## config.mk

```make
export PLATFORM = sky130hd
export DESIGN_NAME = bank_rom_mapper
export DESIGN_NICKNAME = d
export VERILOG_FILES = /design/src/rtl/mapper_pkg.sv /design/src/rtl/mapper_decode.sv /design/src/rtl/mapper_bank_fsm.sv /design/src/rtl/mapper_ram.sv /design/src/rtl/bank_rom_mapper.sv
export SDC_FILE = /design/constraint.sdc
export NUM_CORES = 1
export LEC_CHECK = 0
export BUFFER_PORTS_ARGS = -buffer_cell sky130_fd_sc_hd__buf_4
export CORE_UTILIZATION = 50
export CTS_CLUSTER_DIAMETER = 200
export DETAILED_ROUTE_END_ITERATION = 10
export PLACE_DENSITY = 0.72
export SLEW_MARGIN = 40
export SYNTH_ARGS = -nofsm -noshare
export SYNTH_HDL_FRONTEND = slang
export SYNTH_SLANG_ARGS = --single-unit
```

## constraint.sdc

```tcl
create_clock -name clk -period 6.2 [get_ports clk]
set_input_delay 0.93 -clock clk [delete_from_list [all_inputs] [get_ports clk]]
set_output_delay 0.93 -clock clk [all_outputs]
set_load 0.005 [all_outputs]
```

## src/rtl/mapper_pkg.sv

```systemverilog
package mapper_pkg;

    localparam int OFF_W   = 12;
    localparam int BANK_W  = 2;
    localparam int RAM_AW  = 7;
    localparam int DATA_W  = 8;

    typedef enum logic [BANK_W-1:0] {
        BANK0 = 2'd0,
        BANK1 = 2'd1,
        BANK2 = 2'd2,
        BANK3 = 2'd3
    } bank_e;

    typedef enum logic [1:0] {
        K_RAM_WR  = 2'd0,
        K_RAM_RD  = 2'd1,
        K_HOT     = 2'd2,
        K_ROM     = 2'd3
    } region_e;

endpackage

```

## src/rtl/mapper_decode.sv

```systemverilog
module mapper_decode
    import mapper_pkg::*;
#(
    parameter int             AW       = OFF_W,
    parameter int             RAW      = RAM_AW,
    parameter int             BW       = BANK_W,
    parameter logic [AW-1:0]  HOT_BASE = 12'hFF6
) (
    input  logic [AW-1:0] offset,
    output region_e       region,
    output logic [BW-1:0] hot_sel
);
    localparam int            NBANK    = 1 << BW;
    localparam logic [AW:0]   RAM_SPAN = (AW+1)'(1) << RAW;
    localparam logic [AW:0]   HOT_END  = {1'b0, HOT_BASE} + (AW+1)'(NBANK);

    logic [AW:0] off_ext;
    logic [AW:0] hot_rel;

    always_comb begin
        off_ext = {1'b0, offset};
        hot_rel = off_ext - {1'b0, HOT_BASE};
        hot_sel = hot_rel[BW-1:0];
        if (off_ext < RAM_SPAN)
            region = K_RAM_WR;
        else if (off_ext < (RAM_SPAN << 1))
            region = K_RAM_RD;
        else if (off_ext >= {1'b0, HOT_BASE} && off_ext < HOT_END)
            region = K_HOT;
        else
            region = K_ROM;
    end

endmodule

```

## src/rtl/mapper_bank_fsm.sv

```systemverilog
module mapper_bank_fsm
    import mapper_pkg::*;
#(
    parameter int BW = BANK_W
) (
    input  logic          clk,
    input  logic          rst_n,
    input  logic          hot_hit,
    input  logic [BW-1:0] hot_sel,
    output bank_e         state,
    output bank_e         state_nx
);
    // state register
    always_ff @(posedge clk) begin
        if (!rst_n)
            state <= BANK0;
        else
            state <= state_nx;
    end

    // next state: any hotspot access jumps straight to its named bank
    always_comb begin
        state_nx = state;
        if (hot_hit) begin
            unique case (hot_sel)
                2'd0:    state_nx = BANK0;
                2'd1:    state_nx = BANK1;
                2'd2:    state_nx = BANK2;
                default: state_nx = BANK3;
            endcase
        end
    end

    a_r2_hot_jump: assert property (@(posedge clk) disable iff (!rst_n)
        hot_hit |=> (state == bank_e'($past(hot_sel))));

    a_r9_hold_bank: assert property (@(posedge clk) disable iff (!rst_n)
        !hot_hit |=> $stable(state));

endmodule

```

## src/rtl/mapper_ram.sv

```systemverilog
module mapper_ram
    import mapper_pkg::*;
#(
    parameter int RAW = RAM_AW,
    parameter int DW  = DATA_W
) (
    input  logic           clk,
    input  logic           we,
    input  logic [RAW-1:0] idx,
    input  logic [DW-1:0]  din,
    output logic [DW-1:0]  dout
);
    localparam int DEPTH = 1 << RAW;

    logic [DW-1:0] cells [DEPTH];

    always_ff @(posedge clk) begin
        if (we)
            cells[idx] <= din;
    end

    assign dout = cells[idx];

endmodule

```

## src/rtl/bank_rom_mapper.sv

```systemverilog
module bank_rom_mapper
    import mapper_pkg::*;
#(
    parameter int AW  = OFF_W,
    parameter int BW  = BANK_W,
    parameter int RAW = RAM_AW,
    parameter int DW  = DATA_W
) (
    input  logic             clk,
    input  logic             rst_n,
    input  logic             cs,
    input  logic [AW-1:0]    addr,
    input  logic             rd,
    input  logic             wr,
    input  logic [DW-1:0]    wdata,
    input  logic [DW-1:0]    rom_data,
    output logic [BW+AW-1:0] rom_addr,
    output logic [DW-1:0]    rdata,
    output logic [BW-1:0]    bank,
    output logic             ram_wr_viol
);
    region_e       region;
    logic [BW-1:0] hot_sel;
    bank_e         st, st_nx;
    logic          is_wr, is_rd, hot_hit, ram_we, viol_nx;
    logic [DW-1:0] ram_q;

    mapper_decode #(.AW(AW), .RAW(RAW), .BW(BW)) u_dec (
        .offset (addr),
        .region (region),
        .hot_sel(hot_sel)
    );

    // a write wins when both strobes are high
    assign is_wr   = cs && wr;
    assign is_rd   = cs && rd && !wr;
    assign hot_hit = (is_wr || is_rd) && (region == K_HOT);
    assign ram_we  = is_wr && (region == K_RAM_WR);
    assign viol_nx = is_wr && (region == K_RAM_RD);

    mapper_bank_fsm #(.BW(BW)) u_fsm (
        .clk     (clk),
        .rst_n   (rst_n),
        .hot_hit (hot_hit),
        .hot_sel (hot_sel),
        .state   (st),
        .state_nx(st_nx)
    );

    mapper_ram #(.RAW(RAW), .DW(DW)) u_ram (
        .clk (clk),
        .we  (ram_we),
        .idx (addr[RAW-1:0]),
        .din (wdata),
        .dout(ram_q)
    );

    // the ROM address uses the next bank so a hotspot read sees the new bank
    assign rom_addr = {st_nx, addr};
    assign bank     = st;

    // output process
    always_ff @(posedge clk) begin
        if (!rst_n) begin
            rdata       <= '0;
            ram_wr_viol <= 1'b0;
        end else begin
            ram_wr_viol <= viol_nx;
            if (is_rd) begin
                unique case (region)
                    K_RAM_WR, K_RAM_RD: rdata <= ram_q;
                    default:            rdata <= rom_data;
                endcase
            end
        end
    end

    a_r10_rdata_hold: assert property (@(posedge clk) disable iff (!rst_n)
        !(cs && rd && !wr) |=> $stable(rdata));

    a_r7_viol_source: assert property (@(posedge clk) disable iff (!rst_n)
        ram_wr_viol |-> $past(cs && wr && addr[AW-1:RAW] == 1));

    a_r8_no_viol_high: assert property (@(posedge clk) disable iff (!rst_n)
        (cs && wr && addr >= AW'(256)) |=> !ram_wr_viol);

    a_r9_no_viol_idle: assert property (@(posedge clk) disable iff (!rst_n)
        !cs |=> !ram_wr_viol);

endmodule

```

==> impl_metrics.xml <==
<?xml version="1.0" encoding="UTF-8"?>
<metrics>
  <group name="outcome">
    <metric name="run_status" unit="">finished with violations</metric>
    <metric name="violated_checks" unit="">design-rule violations</metric>
  </group>
  <group name="clock_tree">
    <metric name="number_of_buffers_added_by_the_clock_tree_synthesis_step" unit="">98</metric>
    <metric name="cts_max_level" unit="">3</metric>
    <metric name="clk_pin_slew_worst_paths" unit="ns">0.06</metric>
    <metric name="worstSkewPairLatency" unit="ns">0.67</metric>
    <metric name="cts_root_buffer" unit="">sky130_fd_sc_hd__clkbuf_16</metric>
    <metric name="cts.repair.resized" unit="">0</metric>
    <metric name="cts_sinks" unit="">1035</metric>
    <metric name="post-cts-setup-buffer-count" unit="">0</metric>
    <metric name="post_cts_hold_buffer_count" unit="">0</metric>
    <metric name="clockBufferDepth" unit="">3</metric>
    <metric name="cts_tree" unit="">built</metric>
  </group>
  <group name="drt">
    <metric name="initialDrtViolationCount" unit="">3587</metric>
    <metric name="number_of_detailed_routing_iterations_run_before_antenna_repair" unit="">9</metric>
    <metric name="final_antenna_net_count" unit="">0</metric>
    <metric name="route.vias.total" unit="">24000</metric>
    <metric name="remaining_drc_errors" unit="">12</metric>
    <metric name="wl_per_cell" unit="µm">33.0</metric>
    <metric name="wirelength" unit="µm">116000</metric>
    <metric name="routed_via_density" unit="">6.84</metric>
  </group>
  <group name="global_route">
    <metric name="grt_max_degree" unit="">88</metric>
    <metric name="globalRouteTotalUtil" unit="%">28.0</metric>
    <metric name="wire_length_of_the_first_global_routing_pass" unit="µm">165000</metric>
    <metric name="grt_antenna_before_repair" unit="">9</metric>
    <metric name="globalRoute.totalOverflow" unit="">0</metric>
    <metric name="number_of_global_route_vias_before_repair" unit="">23300</metric>
  </group>
  <group name="worst_setup_path">
    <metric name="timing_worst_setup_path_type" unit="">in -&gt; out</metric>
    <metric name="timing.critical_path.max_delay_family" unit="">buffers and inverters</metric>
    <metric name="critical_path.slowest_cell" unit="">sky130_fd_sc_hd__buf_8</metric>
    <metric name="critPathRequiredTime" unit="ns">5.27</metric>
    <metric name="path_cells" unit="">buf_8 -&gt; buf_12 -&gt; nor2_4 -&gt; mux2i_1 -&gt; nor3_1 -&gt; mux2_2 -&gt; buf_4</metric>
    <metric name="crit_path_start_kind" unit="">input port</metric>
    <metric name="cp.arrival" unit="ns">3.02</metric>
    <metric name="end_kind" unit="">output pin</metric>
    <metric name="critical-path-max-stage-delay" unit="ns">0.45</metric>
    <metric name="cp_max_fo" unit="">67</metric>
    <metric name="critical_path_buf_inv_count" unit="">3</metric>
  </group>
  <group name="timing">
    <metric name="fin_setup_tns" unit="ns">0</metric>
    <metric name="fin_worst_skew" unit="ns">0.0322</metric>
    <metric name="finalCriticalPeriod" unit="ns">3.95</metric>
    <metric name="hold_viol_final" unit="">0</metric>
    <metric name="setup-violations-final" unit="">0</metric>
    <metric name="report.final.slew_viol_count" unit="">0</metric>
    <metric name="grt_setup_unrepaired" unit="">no</metric>
    <metric name="worst_slew_pin_slew" unit="ns">0.919</metric>
    <metric name="final.period_utilization" unit="%">63.7</metric>
    <metric name="max-slew-margin-rel" unit="%">38.5</metric>
    <metric name="max_freq" unit="MHz">253</metric>
  </group>
  <group name="logic_synthesis">
    <metric name="synthesis.area_per_instance" unit="µm²">17.4</metric>
    <metric name="synth.distinct_cells" unit="">72</metric>
    <metric name="post_synth_instance_area" unit="µm²">40800</metric>
    <metric name="postSynthCellCount" unit="">2342</metric>
    <metric name="synth_flop_cell" unit="">sky130_fd_sc_hd__edfxtp_1</metric>
    <metric name="synth_top_area_share" unit="%">75.4</metric>
    <metric name="yosysWarningCount" unit="">0</metric>
    <metric name="synth_edf_count" unit="">1024</metric>
    <metric name="yosys-top-cells-area" unit="">sky130_fd_sc_hd__edfxtp_1 75%, sky130_fd_sc_hd__mux4_2 4.3%, sky130_fd_sc_hd__a221oi_1 2.4%, sky130_fd_sc_hd__mux2i_1 1.9%, sky130_fd_sc_hd__nor2_1 1.7%</metric>
    <metric name="yosys.cell_count.top_type" unit="">sky130_fd_sc_hd__edfxtp_1</metric>
    <metric name="synth_async_sr_flop_share" unit="%">0</metric>
    <metric name="synth_sequential_area_ratio" unit="%">75.9</metric>
    <metric name="most_frequent_cells_after_synthesis" unit="">1024 x sky130_fd_sc_hd__edfxtp_1, 188 x sky130_fd_sc_hd__nor2_1, 123 x sky130_fd_sc_hd__nand2_1, 113 x sky130_fd_sc_hd__a221oi_1</metric>
    <metric name="yosysTopAreaCell" unit="">sky130_fd_sc_hd__edfxtp_1</metric>
    <metric name="synth-seq-cells" unit="">1035</metric>
    <metric name="synth.net_count" unit="">2375</metric>
  </group>
  <group name="min_path">
    <metric name="min_path_type" unit="">in -&gt; reg</metric>
  </group>
  <group name="power_and_ir_drop">
    <metric name="worst_ir_drop_vdd" unit="V">0.000253</metric>
    <metric name="power_density" unit="nW/µm²">314</metric>
    <metric name="power.static_leakage" unit="nW">14.1</metric>
  </group>
  <group name="placement">
    <metric name="dp.final_hpwl" unit="µm">68700</metric>
    <metric name="place_congestion" unit="">0.937</metric>
    <metric name="placement.cell_area" unit="µm²">42100</metric>
    <metric name="buffers_added_on_ports" unit="">57</metric>
  </group>
  <group name="floorplanning">
    <metric name="floorplan.rows" unit="">104</metric>
    <metric name="die_area" unit="µm²">82800</metric>
    <metric name="core_area" unit="µm²">80700</metric>
    <metric name="io_pins" unit="">58</metric>
    <metric name="chipWidth" unit="µm">288</metric>
    <metric name="fp.dieH" unit="µm">288</metric>
    <metric name="floorplan.initialDensity" unit="%">50.6</metric>
  </group>
  <group name="cells_and_area">
    <metric name="final_cell_area" unit="µm²">45100</metric>
    <metric name="area_growth" unit="%">10.6</metric>
    <metric name="proportion_of_layout_cells_with_a_drive_suffix_above_1" unit="%">16.8</metric>
    <metric name="num-nets-final" unit="">2405</metric>
  </group>
  <group name="job">
    <metric name="maxCapViolCount" unit="">0</metric>
  </group>
</metrics>
## area by class of cell
class | count | area (µm²)
antenna | 4 | 10.0
inverter | 7 | 26.3
timing repair buffer | 106 | 897
tap | 1060 | 1330
clock inverter | 48 | 370
fill | 5955 | 35500
clock buffer | 126 | 2630
sequential | 1035 | 31000
multi-input combinational | 1124 | 8910
## cells in the final DEF (no fill, tap or decap), drive strengths merged, types with 5 or more instances in the layout
cell | Yosys | final
edfxtp | 1024 | 1024
and3 | 6 | 6
o21a | 6 | 6
a2111oi | 5 | 5
o41ai | 6 | 6
o21ai | 41 | 41
nand2b | 25 | 25
mux2 | 57 | 57
mux2i | 77 | 77
a31oi | 21 | 21
clkbuf | 52 | 127
nor2 | 190 | 190
o221ai | 7 | 7
a21oi | 55 | 55
a41oi | 9 | 9
o211ai | 13 | 13
a22o | 27 | 27
buf | 124 | 105
nor2b | 18 | 18
clkinv | 0 | 37
a221oi | 116 | 116
o22ai | 12 | 12
a32oi | 6 | 6
and2 | 7 | 7
mux4 | 78 | 78
dfxtp | 11 | 11
nor3 | 9 | 9
a221o | 25 | 25
a22oi | 78 | 78
o22a | 5 | 5
inv | 7 | 9
nand2 | 123 | 123
a21o | 5 | 5
nand3 | 20 | 20
nand4 | 18 | 18
bufinv | 0 | 5
a211oi | 15 | 15
## report_power, final
part,switching [W],internal (W),total [W]
sequential,0.00000471,0.00769,0.00769
clock,0.00252,0.00319,0.00571
combinational,0.000564,0.000225,0.000789
## worst paths after layout
check,start,to,slack (ns),cells past startpoint
worst min-delay path,rst_n,u_fsm.state[1]$_SDFF_PN0_,0.51,2
worst min register to register,rdata[6]$_SDFFE_PN0P_,rdata[6]$_SDFFE_PN0P_,0.59,2
worst max-delay path,addr[2],rom_addr[12],2.25,7
worst max register to register,u_ram.cells[69][7]$_DFFE_PP_,rdata[7]$_SDFFE_PN0P_,3.55,6
## state kept, by name, summed over array words and instances, names as in the netlist
register     flops
ram_wr_viol      1
rdata            8
u_fsm.state      2
u_ram.cells   1024
## kinds of logic after synthesis
kind of cell	share of synthesized area, %
AO/OA/AOI/OAI	9.11
AND/OR/NAND/NOR	4.64
flip-flops	75.9
multiplexers	7.77
buffers and inverters	2.59
## metal layers
metal / wire length (µm) / track usage (%) / vias to the layer above / share of wire [%]
met5: 188 / 0.930 / - / 0.16
li1: - / - / 9602 / -
met4: 5510 / 11.9 / 12 / 4.7
met1: 41900 / 37.6 / 11900 / 36
met3: 17300 / 10.1 / 393 / 15
met2: 51100 / 41.2 / 2071 / 44
## through the flow
| stage | std cells | worst slack (ns) | hold slack (ns) | util [%] | total power, W |
|---|---|---|---|---|---|
| floorplan | 2342 | 2.96 | 0.467 | - | 0.00824 |
| finish | 3510 | 2.25 | 0.505 | 55.9 | 0.0142 |
| detailed placement | 3331 | 1.42 | 0.540 | 52.1 | 0.00860 |
| global route | 3509 | 2.13 | 0.513 | 55.9 | 0.0145 |
| CTS | 3505 | 2.09 | 0.497 | 55.9 | 0.0142 |
| global placement | 3330 | 1.64 | 0.544 | 52.0 | 0.00859 |
(Power assumes the default switching activity.)
